`src/rtl/spi_regport.sv`:
```
module spi_regport #(
  parameter int SYNC_STAGES = 2
) (
  input  logic        clk,
  input  logic        rst_n,
  input  logic        spi_sclk,
  input  logic        spi_cs_n,
  input  logic        spi_mosi,
  output logic        spi_miso,
  output logic        reg_req,
  output logic        reg_we,
  output logic [23:0] reg_addr,
  output logic [7:0]  reg_wdata,
  input  logic        reg_ready,
  input  logic [7:0]  reg_rdata
);

  localparam logic [1:0] PH_HDR   = 2'd0;
  localparam logic [1:0] PH_STALL = 2'd1;
  localparam logic [1:0] PH_DATA  = 2'd2;
  localparam logic [1:0] PH_DONE  = 2'd3;
  localparam int         LAST     = SYNC_STAGES - 1;

  logic [SYNC_STAGES:0]   sclk_sy;
  logic [SYNC_STAGES-1:0] cs_sy, mosi_sy;

  always_ff @(posedge clk or negedge rst_n)
    if (!rst_n) begin
      sclk_sy <= '0;
      cs_sy   <= '1;
      mosi_sy <= '0;
    end else begin
      sclk_sy <= {sclk_sy[SYNC_STAGES-1:0], spi_sclk};
      cs_sy   <= {cs_sy[SYNC_STAGES-2:0], spi_cs_n};
      mosi_sy <= {mosi_sy[SYNC_STAGES-2:0], spi_mosi};
    end

  logic cs_idle, rise, fall, mosi_bit;
  assign cs_idle  = cs_sy[LAST];
  assign mosi_bit = mosi_sy[LAST];
  assign rise     = sclk_sy[LAST] & ~sclk_sy[SYNC_STAGES];
  assign fall     = ~sclk_sy[LAST] & sclk_sy[SYNC_STAGES];

  logic [1:0]  phase, hdr_idx;
  logic [2:0]  bit_cnt;
  logic [6:0]  rx_sr, left;
  logic [7:0]  tx_sr, rd_buf, rx_byte;
  logic [23:0] nxt_addr, hdr_addr;
  logic        is_rd, go, rd_have, ready_now, decide;

  assign rx_byte   = {rx_sr, mosi_bit};
  assign hdr_addr  = {nxt_addr[15:0], rx_byte};
  assign ready_now = is_rd ? rd_have : reg_ready;
  assign decide    = (phase == PH_STALL) || (phase == PH_HDR && hdr_idx == 2'd3);
  assign spi_miso  = tx_sr[7];

  always_ff @(posedge clk or negedge rst_n)
    if (!rst_n) begin
      phase     <= PH_HDR;
      hdr_idx   <= '0;
      bit_cnt   <= '0;
      rx_sr     <= '0;
      left      <= '0;
      tx_sr     <= '0;
      rd_buf    <= '0;
      nxt_addr  <= '0;
      is_rd     <= 1'b0;
      go        <= 1'b0;
      rd_have   <= 1'b0;
      reg_req   <= 1'b0;
      reg_we    <= 1'b0;
      reg_addr  <= '0;
      reg_wdata <= '0;
    end else if (cs_idle) begin
      phase   <= PH_HDR;
      hdr_idx <= '0;
      bit_cnt <= '0;
      tx_sr   <= '0;
      go      <= 1'b0;
      rd_have <= 1'b0;
      reg_req <= 1'b0;
    end else begin
      if (reg_req && reg_ready) begin
        reg_req <= 1'b0;
        if (!reg_we) begin
          rd_buf  <= reg_rdata;
          rd_have <= 1'b1;
        end
      end

      if (fall && bit_cnt == 3'd7 && decide) begin
        tx_sr <= {ready_now, 7'b0};
        go    <= ready_now;
      end else if (fall && bit_cnt != 3'd0) begin
        tx_sr <= {tx_sr[6:0], 1'b0};
      end

      if (rise) begin
        bit_cnt <= bit_cnt + 3'd1;
        rx_sr   <= {rx_sr[5:0], mosi_bit};
        if (bit_cnt == 3'd7) begin
          go    <= 1'b0;
          tx_sr <= '0;
          case (phase)
            PH_HDR: begin
              hdr_idx  <= hdr_idx + 2'd1;
              nxt_addr <= hdr_addr;
              if (hdr_idx == 2'd0) begin
                is_rd <= rx_byte[7];
                left  <= {1'b0, rx_byte[5:0]} + 7'd1;
              end
              if (hdr_idx == 2'd3) begin
                phase <= go ? PH_DATA : PH_STALL;
                if (is_rd) begin
                  reg_req  <= 1'b1;
                  reg_we   <= 1'b0;
                  reg_addr <= hdr_addr;
                  nxt_addr <= hdr_addr + 24'd1;
                end
              end
            end
            PH_STALL, PH_DATA: begin
              if (phase == PH_STALL && go) phase <= PH_DATA;
              if (is_rd && (phase == PH_DATA || go)) begin
                if (left != 7'd0) begin
                  tx_sr   <= rd_buf;
                  rd_have <= 1'b0;
                  left    <= left - 7'd1;
                  if (left > 7'd1) begin
                    reg_req  <= 1'b1;
                    reg_we   <= 1'b0;
                    reg_addr <= nxt_addr;
                    nxt_addr <= nxt_addr + 24'd1;
                  end
                end else begin
                  phase <= PH_DONE;
                end
              end else if (!is_rd && phase == PH_DATA) begin
                reg_req   <= 1'b1;
                reg_we    <= 1'b1;
                reg_addr  <= nxt_addr;
                reg_wdata <= rx_byte;
                nxt_addr  <= nxt_addr + 24'd1;
                left      <= left - 7'd1;
                if (left == 7'd1) phase <= PH_DONE;
              end
            end
            default: ;
          endcase
        end
      end
    end

endmodule

```
`config.mk`:
```
export PLATFORM = sky130hd
export DESIGN_NAME = spi_regport
export DESIGN_NICKNAME = d
export VERILOG_FILES = /design/src/rtl/spi_regport.sv
export SDC_FILE = /design/constraint.sdc
export NUM_CORES = 1
export LEC_CHECK = 0
export CORE_MARGIN = 3
export CORE_UTILIZATION = 40
export CTS_BUF_LIST = sky130_fd_sc_hd__clkbuf_8
export CTS_CLUSTER_SIZE = 8
export DETAILED_ROUTE_END_ITERATION = 10
export HOLD_SLACK_MARGIN = 0.05
export PLACE_DENSITY_LB_ADDON = 0.2
export SETUP_SLACK_MARGIN = 0.1
export SLEW_MARGIN = 10
export SYNTH_ARGS = -nofsm -noshare
export SYNTH_HDL_FRONTEND = slang
export SYNTH_SLANG_ARGS = --single-unit
```
`constraint.sdc`:
```
create_clock -name clk -period 2.1 [get_ports clk]
set_input_delay 0.525 -clock clk [delete_from_list [all_inputs] [get_ports clk]]
set_output_delay 0.525 -clock clk [all_outputs]
set_load 0.05 [all_outputs]
```
==> metrics, run 1 <==
mean cell area of the mapped netlist 9.66 um^2; core area 0.0147 mm^2; post-synthesis sequential area ratio 0.434; row cnt 44; cell area after layout 0.00777 mm^2; length of the first detailed-routing pass in iterations 5; Tightest Pin Transition 0.515 ns; Worst Setup Slack, final -0.0660 ns; Placed Area 0.00718 mm^2; Syn. warnings 0; Die X 129 um; RSZ-0062 raised after global routing yes; status finished with violations; routed via count 5235; fin nets 757; Yosys reg bits 105; clock-pin slew on the worst setup and hold paths 0.10 ns; # IOs 49; Crit path max-delay family compound AO/OA/AOI/OAI gates; detailed router's first-iteration violation count 393; Mapped Area 0.00606 mm^2; failing checks setup timing; number of CTS-inserted buffers 9; fmax 462 MHz; CP Data Arrival Time 2.44 ns; Post-synth EDFFs 0; Clk pwr share 0.312; RD Place Congestion 0.864; syn nets 656; CP required 2.37 ns; startpoint types flip-flop; Internal Power 2.81 mW; Synth cell types 70; H-tree depth 3; Synth-to-Final Area Change 28.1%; die area 0.0167 mm^2; min cycle time layout 2.17 ns; slowest stage cell, crit path a311o_2; Worst Clk Skew 0.0176 ns; max cap viols 0; Global Route Usage Sum 0.206; switching share of power 0.282; HP Class in2async; routed len/inst 18.8 um; final HPWL from detailed placement 12.1 mm; critical path buffer and inverter count 1; Top Layer Used met4; dpl ws -0.00451 ns; switching pwr 1.10 mW; Port Buf Inserts 48; CP max stage delay 0.50 ns; Max Slew Vio Count 0; starting density of the core 0.413; vias per inst 5.70; pin count of the biggest net entering global routing 43; WS Path Type reg2reg; combinational power share 0.138; fin crit share 1.03; drt drc 0; CTS Buffer Depth 2; Post-Synthesis Cells 628; Final Hold Vio Count 0; Sequential Power Share 0.551; Hold Buf Count CTS 0; Inst Count DP 884; Skew-Pair Late Insertion Delay 0.39 ns; first-pass GRT wire length 27.3 mm; Critical Path Fanout Max 11; CP Cell Sequence ha_4 > o21a_4 > a221o_1 > a311o_2 > clkbuf_16 > nand2_1 > o21ai_1; DR WL met2 8.43 mm; Root Buffer clkbuf_8; Setup Viol. Count Final 21; peak supply drop 0.000480 V; Non-Filler Instances 918; Power Density 503 mW/mm^2; drt total wl 17.2 mm; Slew headroom 0.658; Static Leakage 3.37 nW; fraction of registers with async set/reset 1.00; TritonCTS clock tree yes; post-layout util 0.529; ys flop type dfrtp_1; Chip Height 129 um; CTS Sinks 105; Post-DRT Antenna Nets 0; Crit. End Element flip-flop; diode count 0; met3 routed wirelength 914 um; initial antenna violation count 0; vias in the first global route 5216; Fillers 1298; grt ovf 0; routed length on met1 7.60 mm; layout cell share with drive strength beyond 1 0.275
-- cells by family after synthesis --
group                      synth area share
buffers and inverters                0.0538
xor gates and xnor gates             0.0318
adders and majority gates            0.0289
AOI/OAI and AO/OA                     0.169
DFF                                   0.434
and+or+nand+nor                       0.169
muxes                                 0.113
-- final cells by class --
cell class,instances,area (um^2),area share
Inverter,18,67.6,0.00870
Sequential cell,105,2630,0.339
Clock inverter,6,41.3,0.00531
Tap cell,184,230,0.0296
Timing Repair Buffer,141,1310,0.168
Multi-Input combinational cell,454,3350,0.432
Clock buffer,10,138,0.0177
-- repair_timing --
action,CTS,global route
gates cloned,0,6
pin swaps,4,17
gates resized for setup,39,43
setup endpoints to repair,84,73
buffers inserted,7,6
-- power by group through the flow --
stage | clock network [mW] | logic [mW] | registers, mW
after floorplan | 0 | 0.298 | 2.16
after global placement | 0 | 0.539 | 2.19
after detailed placement | 0 | 0.544 | 2.19
after CTS | 1.25 | 0.549 | 2.15
after global routing | 1.34 | 0.597 | 2.17
final | 1.22 | 0.538 | 2.15
-- routing by layer --
metal,GRT usage,vias up
met4,0.0605,0
li1,-,2454
met3,0.0387,23
met2,0.345,170
met5,0,-
met1,0.272,2588
-- sequential cells by signal, summed over array words and instances, names as in the netlist --
| name | cells |
|---|---|
| bit_cnt | 3 |
| cs_sy | 2 |
| go | 1 |
| hdr_idx | 2 |
| is_rd | 1 |
| left | 7 |
| mosi_sy | 2 |
| nxt_addr | 24 |
| phase | 2 |
| rd_buf | 8 |
| rd_have | 1 |
| reg_addr | 24 |
| reg_req | 1 |
| reg_wdata | 8 |
| reg_we | 1 |
| rx_sr | 7 |
| sclk_sy | 3 |
| tx_sr | 8 |
-- path summary, 6_finish.rpt --
kind | from | endpoint | slack (ns) | depth (start not counted)
max | phase[1] | reg_addr[16] | -0.07 | 7
min | rst_n | reg_addr[22] | 0.09 | 1
max reg2reg | phase[1] | reg_addr[16] | -0.07 | 7
min reg2reg | mosi_sy[0] | mosi_sy[1] | 0.37 | 0
max in group asynchronous | rst_n | cs_sy[1] | 1.29 | 2
min in group clk | mosi_sy[0] | mosi_sy[1] | 0.37 | 0
-- synth_stat cells, drive strengths merged (9+ instances only) --
library cell,n,area (um^2)
dfrtp,103,2580
mux2,28,315
o21ai,49,245
xnor2,18,158
a311oi,9,78.8
nand3,21,128
nor2,40,150
buf,29,173
inv,18,67.6
a21oi,33,169
ha,14,175
mux2i,37,370
nor3,13,65.1
a31oi,12,75.1
clkbuf,23,86.3
nand2,68,255
-- cell usage in the layout, fill, tap and decap left out, types with 5 or more instances in the layout --
| master | synthesis | final |
|---|---|---|
| dfrtp_1 | 103 | 100 |
| buf_4 | 7 | 83 |
| nand2_1 | 68 | 55 |
| nor2_1 | 40 | 40 |
| mux2i_1 | 37 | 37 |
| a21oi_1 | 32 | 30 |
| dlygate4sd2_1 | 0 | 29 |
| mux2_2 | 28 | 28 |
| o21ai_1 | 29 | 28 |
| o21ai_0 | 20 | 20 |
| xnor2_1 | 18 | 18 |
| nand3_1 | 18 | 18 |
| inv_1 | 18 | 17 |
| nor3_1 | 13 | 13 |
| a31oi_1 | 12 | 12 |
| clkdlybuf4s50_1 | 0 | 12 |
| clkbuf_8 | 0 | 10 |
| a311oi_1 | 9 | 9 |
| nand2_2 | 0 | 9 |
| ha_1 | 14 | 8 |
| nand4_1 | 7 | 7 |
| and3_1 | 7 | 7 |
| a2bb2oi_1 | 7 | 7 |
| buf_12 | 0 | 7 |
| nand2b_1 | 7 | 6 |
| and4_1 | 6 | 6 |
| buf_6 | 2 | 6 |
| a211oi_1 | 7 | 5 |
-- metrics by stage --
stage | hold slack, ns | setup TNS [ns] | total power [mW]
global route | 0.106 | -2.61 | 4.10
detailed placement | 0.348 | -0.00593 | 2.74
floorplan | 0.229 | 0 | 2.46
CTS | 0.0955 | 0 | 3.95
global placement | 0.337 | 0 | 2.73
finish | 0.0941 | -0.405 | 3.91
(Power assumes the default switching activity.)
==> run 2: changes to the inputs <==
--- a/config.mk
+++ b/config.mk
@@ -5,7 +5,8 @@
 export SDC_FILE = /design/constraint.sdc
 export NUM_CORES = 1
 export LEC_CHECK = 0
-export CORE_MARGIN = 3
+export ABC_AREA = 1
+export CORE_MARGIN = 2
 export CORE_UTILIZATION = 40
 export CTS_BUF_LIST = sky130_fd_sc_hd__clkbuf_8
 export CTS_CLUSTER_SIZE = 8
==> run 2 against run 1 <==
The run now ends clean. Core utilization shrank 4.5 points. Fmax up 16%. Cell count is 18% higher. Register-to-register slack better by 0.30 ns. Hold slack better by 0.26 ns. Global-route usage is essentially flat. Routed wire length shrank 6.4%. Die area down 2.6%. Setup slack better by 0.30 ns. Largest cell class unchanged. Largest power group unchanged. Highest routed layer unchanged.
==> metrics, run 2 <==
worst reg2reg endpoint reg_addr[15] (was reg_addr[16]); Critical Path Fanout Max 25 (was 11); Die X 127 um (was 129 um); Worst path most repeated cell nand2_1; Syn. warnings 0 (unchanged); status completed (was finished with violations); R2R depth 10 (was 7); layout cell share with drive strength beyond 1 0.110 (was 0.275); Synth cell types 41 (was 70); grt ovf 0 (unchanged); min cycle time layout 1.87 ns (was 2.17 ns); Max Slew Vio Count 0 (unchanged); Worst Clk Skew 0.00998 ns (was 0.0176 ns); Slew headroom 0.654 (was 0.658); largest family of logic cells by synthesized area simple AND/OR/NAND/NOR gates (was compound AO/OA/AOI/OAI gates); Largest regs nxt_addr: 24 flops, reg_addr: 24 flops (unchanged); Mapped Area 0.00609 mm^2 (was 0.00606 mm^2); Crit. End Element flip-flop (unchanged); length of the first detailed-routing pass in iterations 8 (was 5); H-tree depth 3 (unchanged); vias in the first global route 5204 (was 5216); startpoint types flip-flop (unchanged); row cnt 45 (was 44); Port Buf Inserts 48 (unchanged); CP Data Arrival Time 2.13 ns (was 2.44 ns); Final Hold Vio Count 0 (unchanged); Hold WS 0.357 ns (was 0.0941 ns); # IOs 49 (unchanged); Placed Area 0.00689 mm^2 (was 0.00718 mm^2); fmax 535 MHz (was 462 MHz); CTS Buffer Depth 2 (unchanged); Yosys top cell area share 0.423 (was 0.425); Setup Viol. Count Final 0 (was 21); dpl ws -0.00792 ns (was -0.00451 ns); routed len/inst 14.9 um (was 18.8 um); biggest area consumer among synthesized cells dfrtp_1 (unchanged); most common cell after layout, fill and taps aside nand2_1 (was dfrtp_1); die area 0.0162 mm^2 (was 0.0167 mm^2); Synth Area in Compound Gates 0.141 (was 0.169); detailed router's first-iteration violation count 454 (was 393); Yosys reg bits 105 (unchanged); Post-synth EDFFs 0 (unchanged); max cap viols 0 (unchanged); CP Cell Sequence inv_2 > ha_4 > nand2_1 > a21oi_4 > nand2_1 > a21oi_2 > nand2_4 > buf_12 > nand2_1 > o21ai_0 (was ha_4 > o21a_4 > a221o_1 > a311o_2 > clkbuf_16 > nand2_1 > o21ai_1); final HPWL from detailed placement 11.3 mm (was 12.1 mm); core area 0.0150 mm^2 (was 0.0147 mm^2); routed via count 5505 (was 5235); Synth-to-Final Area Change 19.4% (was 28.1%); Power Density 549 mW/mm^2 (was 503 mW/mm^2); most frequent cells in the layout nand2_1 (273), dfrtp_1 (103), o21ai_0 (77) (was dfrtp_1 (100), buf_4 (83), nand2_1 (55)); CP required 2.36 ns (was 2.37 ns); r2r setup slk 0.23 ns (was -0.07 ns); number of CTS-inserted buffers 9 (unchanged); mean cell area of the mapped netlist 7.38 um^2 (was 9.66 um^2); RSZ-0062 raised after global routing yes (unchanged); clock-pin slew on the worst setup and hold paths 0.10 ns (about the same); ys flop type dfrtp_1 (unchanged); count leader, synth nand2_1 (was dfrtp_1); HP Class reg2reg (was in2async); Global Route Usage Sum 0.206 (about the same); Design Power 3.99 mW (was 3.91 mW); starting density of the core 0.405 (was 0.413); initial antenna violation count 0 (unchanged); fin crit share 0.890 (was 1.03); drt drc 0 (unchanged); peak supply drop 0.000294 V (was 0.000480 V); Post-Synthesis Cells 826 (was 628); Skew-Pair Late Insertion Delay 0.38 ns (was 0.39 ns); xor/xnor cell area share of the yosys netlist 0.0144 (was 0.0318); mux cell area share after synthesis 0.0273 (was 0.113); post-synthesis sequential area ratio 0.432 (was 0.434); slowest stage cell, crit path dfrtp_1 (was a311o_2); Critical Path Sink reg_addr[15] (was reg_addr[16]); TritonCTS clock tree yes (unchanged); R2R Path Start phase[1] (unchanged); cell area after layout 0.00728 mm^2 (was 0.00777 mm^2); Post-Synth Simple-Gate Area 0.286 (was 0.169); vias per inst 5.08 (was 5.70); Tightest Pin Transition 0.521 ns (was 0.515 ns); CP max stage delay 0.40 ns (was 0.50 ns); fraction of registers with async set/reset 1.00 (unchanged); diode count 0 (unchanged); pin count of the biggest net entering global routing 51 (was 43); drt total wl 16.1 mm (was 17.2 mm); CTS Sinks 105 (unchanged); syn nets 854 (was 656); fin nets 919 (was 757); Root Buffer clkbuf_8 (unchanged); RD Place Congestion 0.893 (was 0.864); Synth top cells by count nand2_1 (274), dfrtp_1 (103), o21ai_0 (77), inv_1 (68), nor2_1 (61) (was dfrtp_1 (103), nand2_1 (68), nor2_1 (40), mux2i_1 (37), a21oi_1 (32)); top cells by area, synth dfrtp_1 (42%), nand2_1 (17%), o21ai_0 (6.3%) (was dfrtp_1 (43%), mux2i_1 (6.1%), mux2_2 (5.2%)); Chip Height 127 um (was 129 um); Post-DRT Antenna Nets 0 (unchanged); crit path from phase[1] (unchanged); adder-cell area share of the yosys netlist 0.0287 (was 0.0289); first-pass GRT wire length 26.7 mm (was 27.3 mm); Static Leakage 3.48 nW (was 3.37 nW); WS Path Type reg2reg (unchanged); Worst Setup Slack, final 0.231 ns (was -0.0660 ns)
run 2: critical path, delay by kind of cell, from the launching register on:
kind | cells | cell delay, ns
AO/OA/AOI/OAI | 3 | 0.43
flip-flops | 1 | 0.40
AND/OR/NAND/NOR | 4 | 0.36
adder cells (fa/ha/maj) | 1 | 0.30
buffers and inverters | 2 | 0.25
run 2: layout make-up:
class | count | area (um^2)
clock buffers | 9 | 124
repair buffers | 81 | 801
multi-input cells | 622 | 3120
fillers | 1554 | 7760
well taps | 188 | 235
flip-flops and latches | 105 | 2630
clock inverters | 7 | 95.1
inverters | 72 | 270
run 2: logic make-up (layout without fill, tap and decap cells):
group,after synthesis,after routing
AOI/OAI and AO/OA,161,162
xor gates and xnor gates,10,10
muxes,15,15
and+or+nand+nor,419,421
buffers and inverters,102,169
adders and majority gates,14,14
DFF,105,105
run 2: report_power, final:
group	internal, mW	total (mW)	switching (mW)
registers	2.06	2.13	0.0650
clock network	0.676	1.40	0.726
logic	0.162	0.462	0.300
total	2.90	3.99	1.09
run 2: worst min path at each step:
stage          startpoint         end  slack [ns]  depth (start not counted)
4_1_cts        mosi_sy[0]  mosi_sy[1]        0.36                          0
3_3_place_gp   mosi_sy[0]  mosi_sy[1]        0.33                          0
6_report       mosi_sy[0]  mosi_sy[1]        0.36                          0
5_1_grt          cs_sy[0]    cs_sy[1]        0.37                          0
3_5_place_dp   mosi_sy[0]  mosi_sy[1]        0.33                          0
2_1_floorplan       rst_n  bit_cnt[0]        0.23                          0
run 2: through the flow:
step / TNS, ns / std cells / util
3_3_place_gp: 0 / 1053 / 0.458
6_report: 0 / 1084 / 0.484
4_1_cts: 0 / 1072 / 0.474
5_1_grt: 0 / 1084 / 0.484
2_1_floorplan: 0 / 826 / -
3_5_place_dp: -0.00792 / 1053 / 0.458
run 2: what timing repair did:
action	CTS	global route
gates cloned	2	2
endpoints found under the setup margin	87	49
hold buffers	1	0
resized for setup	39	11
hold endpoints to repair	18	0
pin swaps	1	4
buffers inserted	0	10
run 2: metal layers:
layer	track usage	wire length [um]	vias up
li1	-	-	2817
met2	0.319	7170	141
met3	0.0322	756	17
met1	0.300	7960	2530
met5	0	0	-
met4	0.0543	249	0
==> run 3: changes to the inputs <==
--- a/config.mk
+++ b/config.mk
@@ -5,7 +5,6 @@
 export SDC_FILE = /design/constraint.sdc
 export NUM_CORES = 1
 export LEC_CHECK = 0
-export ABC_AREA = 1
 export CORE_MARGIN = 2
 export CORE_UTILIZATION = 40
 export CTS_BUF_LIST = sky130_fd_sc_hd__clkbuf_8
@@ -14,6 +13,7 @@
 export HOLD_SLACK_MARGIN = 0.05
 export PLACE_DENSITY_LB_ADDON = 0.2
 export SETUP_SLACK_MARGIN = 0.1
+export SKIP_LAST_GASP = 1
 export SLEW_MARGIN = 10
 export SYNTH_ARGS = -nofsm -noshare
 export SYNTH_HDL_FRONTEND = slang
==> run 3 against run 2 <==
The run now ends with setup timing left. Routed wire length grew 4.9%. Sequential share of layout area is 2.2 points lower. Final area up 6.6%. Die area fell by 0.46%. Sequential power barely moved. Critical path depth is 2 lower. Critical endpoint is now nxt_addr[22].
==> metrics, run 3 (synthesized netlist as in run 1, its figures left out) <==
fmax 472 MHz (was 535 MHz); Static Leakage 3.36 nW (was 3.48 nW); Worst Clk Skew 0.0177 ns (was 0.00998 ns); Root Buffer clkbuf_8 (unchanged); Power Density 512 mW/mm^2 (was 549 mW/mm^2); clock-pin slew on the worst setup and hold paths 0.10 ns (about the same); number of CTS-inserted buffers 9 (unchanged); Chip Height 127 um (about the same); TritonCTS clock tree yes (unchanged); Slew headroom 0.664 (was 0.654); core area 0.0150 mm^2 (unchanged); Worst Setup Slack, final -0.0203 ns (was 0.231 ns); R2R Path Start phase[1] (unchanged); layout cell share with drive strength beyond 1 0.261 (was 0.110); Critical Path Fanout Max 8 (was 25); Largest regs nxt_addr: 24 flops, reg_addr: 24 flops (unchanged); most common cell after layout, fill and taps aside dfrtp_1 (was nand2_1); post-layout util 0.516 (was 0.484); area of the multi-input gates 0.00335 mm^2 (was 0.00312 mm^2); R2R depth 8 (was 10); Post-DRT Antenna Nets 0 (unchanged); vias in the first global route 5156 (was 5204); length of the first detailed-routing pass in iterations 5 (was 8); CP required 2.44 ns (was 2.36 ns); initial antenna violation count 0 (unchanged); drt drc 0 (unchanged); Synth-to-Final Area Change 27.9% (was 19.4%); peak supply drop 0.000499 V (was 0.000294 V); fin nets 754 (was 919); Max Slew Vio Count 0 (unchanged); Final TNS setup -0.0435 ns (was 0 ns); status finished with violations (was completed); row cnt 45 (unchanged); starting density of the core 0.403 (was 0.405); Design Power 3.97 mW (was 3.99 mW); slowest stage cell, crit path dfrtp_2 (was dfrtp_1); Tightest Pin Transition 0.506 ns (was 0.521 ns); Port Buf Inserts 48 (unchanged); startpoint types flip-flop (unchanged); final HPWL from detailed placement 11.6 mm (was 11.3 mm); first-pass GRT wire length 26.8 mm (was 26.7 mm); CP Cell Sequence ha_4 > o21a_1 > a22o_4 > a2111oi_4 > buf_4 > buf_12 > nor4b_4 > a211o_1 (was inv_2 > ha_4 > nand2_1 > a21oi_4 > nand2_1 > a21oi_2 > nand2_4 > buf_12 > nand2_1 > o21ai_0); Global Route Usage Sum 0.210 (was 0.206); Final Hold Vio Count 0 (unchanged); most frequent cells in the layout dfrtp_1 (101), buf_4 (81), nand2_1 (63) (was nand2_1 (273), dfrtp_1 (103), o21ai_0 (77)); diode count 0 (unchanged); RD Place Congestion 0.886 (was 0.893); Crit. End Element flip-flop (unchanged); CTS Sinks 105 (unchanged); HP Class in2async (was reg2reg); failing checks setup timing; min cycle time layout 2.12 ns (was 1.87 ns); Skew-Pair Late Insertion Delay 0.40 ns (was 0.38 ns); detailed router's first-iteration violation count 489 (was 454); CP max stage delay 0.46 ns (was 0.40 ns); CTS Buffer Depth 2 (unchanged); r2r setup slk -0.02 ns (was 0.23 ns); die area 0.0162 mm^2 (about the same); WS Path Type reg2reg (unchanged); Crit path max-delay family compound AO/OA/AOI/OAI gates (unchanged); sequential cell area 0.00263 mm^2 (about the same); critical path buffer and inverter count 2 (unchanged); routed via count 5250 (was 5505); Setup Viol. Count Final 3 (was 0); Die X 127 um (about the same); drt total wl 16.9 mm (was 16.1 mm); crit path from phase[1] (unchanged); Fillers 1375 (was 1554); routed len/inst 18.4 um (was 14.9 um); pin count of the biggest net entering global routing 55 (was 51); H-tree depth 3 (unchanged); Hold Buf Count CTS 0 (was 1); grt ovf 0 (unchanged); worst reg2reg endpoint nxt_addr[22] (was reg_addr[15]); vias per inst 5.71 (was 5.08); # IOs 49 (unchanged); CP Data Arrival Time 2.46 ns (was 2.13 ns); RSZ-0062 raised after global routing yes (unchanged); max cap viols 0 (unchanged); fin crit share 1.01 (was 0.890)
[run 3: cell count changes in the layout (fill, tap and decap cells not counted), sizes merged, moves of 35 or more]
cell / previous run / this run
buf: 33 / 94
inv: 75 / 21
mux2i: 2 / 37
nand2: 281 / 68
o21ai: 103 / 49
[run 3: power breakdown]
group	total, mW	switching [mW]	internal, mW
logic	0.529	0.284	0.245
clock network	1.28	0.709	0.570
registers	2.16	0.0798	2.08
[run 3: worst max-delay path by stage]
| stage | depth (start not counted) | end |
|---|---|---|
| global placement | 7 | reg_we |
| detailed placement | 6 | nxt_addr[20] |
| floorplan | 7 | nxt_addr[17] |
| CTS | 8 | nxt_addr[22] |
| finish | 8 | nxt_addr[22] |
| global route | 8 | nxt_addr[22] |
[run 3: layout make-up]
class / count / share of cell area
multi-input cells: 453 / 0.431
flip-flops and latches: 105 / 0.339
repair buffers: 139 / 0.166
well taps: 188 / 0.0303
clock buffers: 10 / 0.0177
inverters: 18 / 0.00871
clock inverters: 6 / 0.00693
[run 3: what timing repair did]
item                                   CTS  global route
gates cloned                             0             3
setup endpoints to repair               82            72
pin swaps                                3            17
gates resized for setup                 41            40
endpoints found under the hold margin    0             0
setup buffers                            5             9
[run 3: stage by stage]
step                worst slack (ns)  cells  area (um^2)  hold WS, ns
detailed placement           -0.0154    886         7190        0.336
floorplan                      0.103    628         6110        0.229
global placement              0.0480    886         7190        0.334
CTS                           0.0292    907         7430        0.128
finish                       -0.0203    919         7760        0.121
global route                 -0.0806    919         7760        0.124
[run 3: layer usage]
metal  share of wire  global-route usage
met5               0                   0
met4           0.023              0.0679
met3           0.057              0.0444
met2            0.48               0.342
met1            0.44               0.281
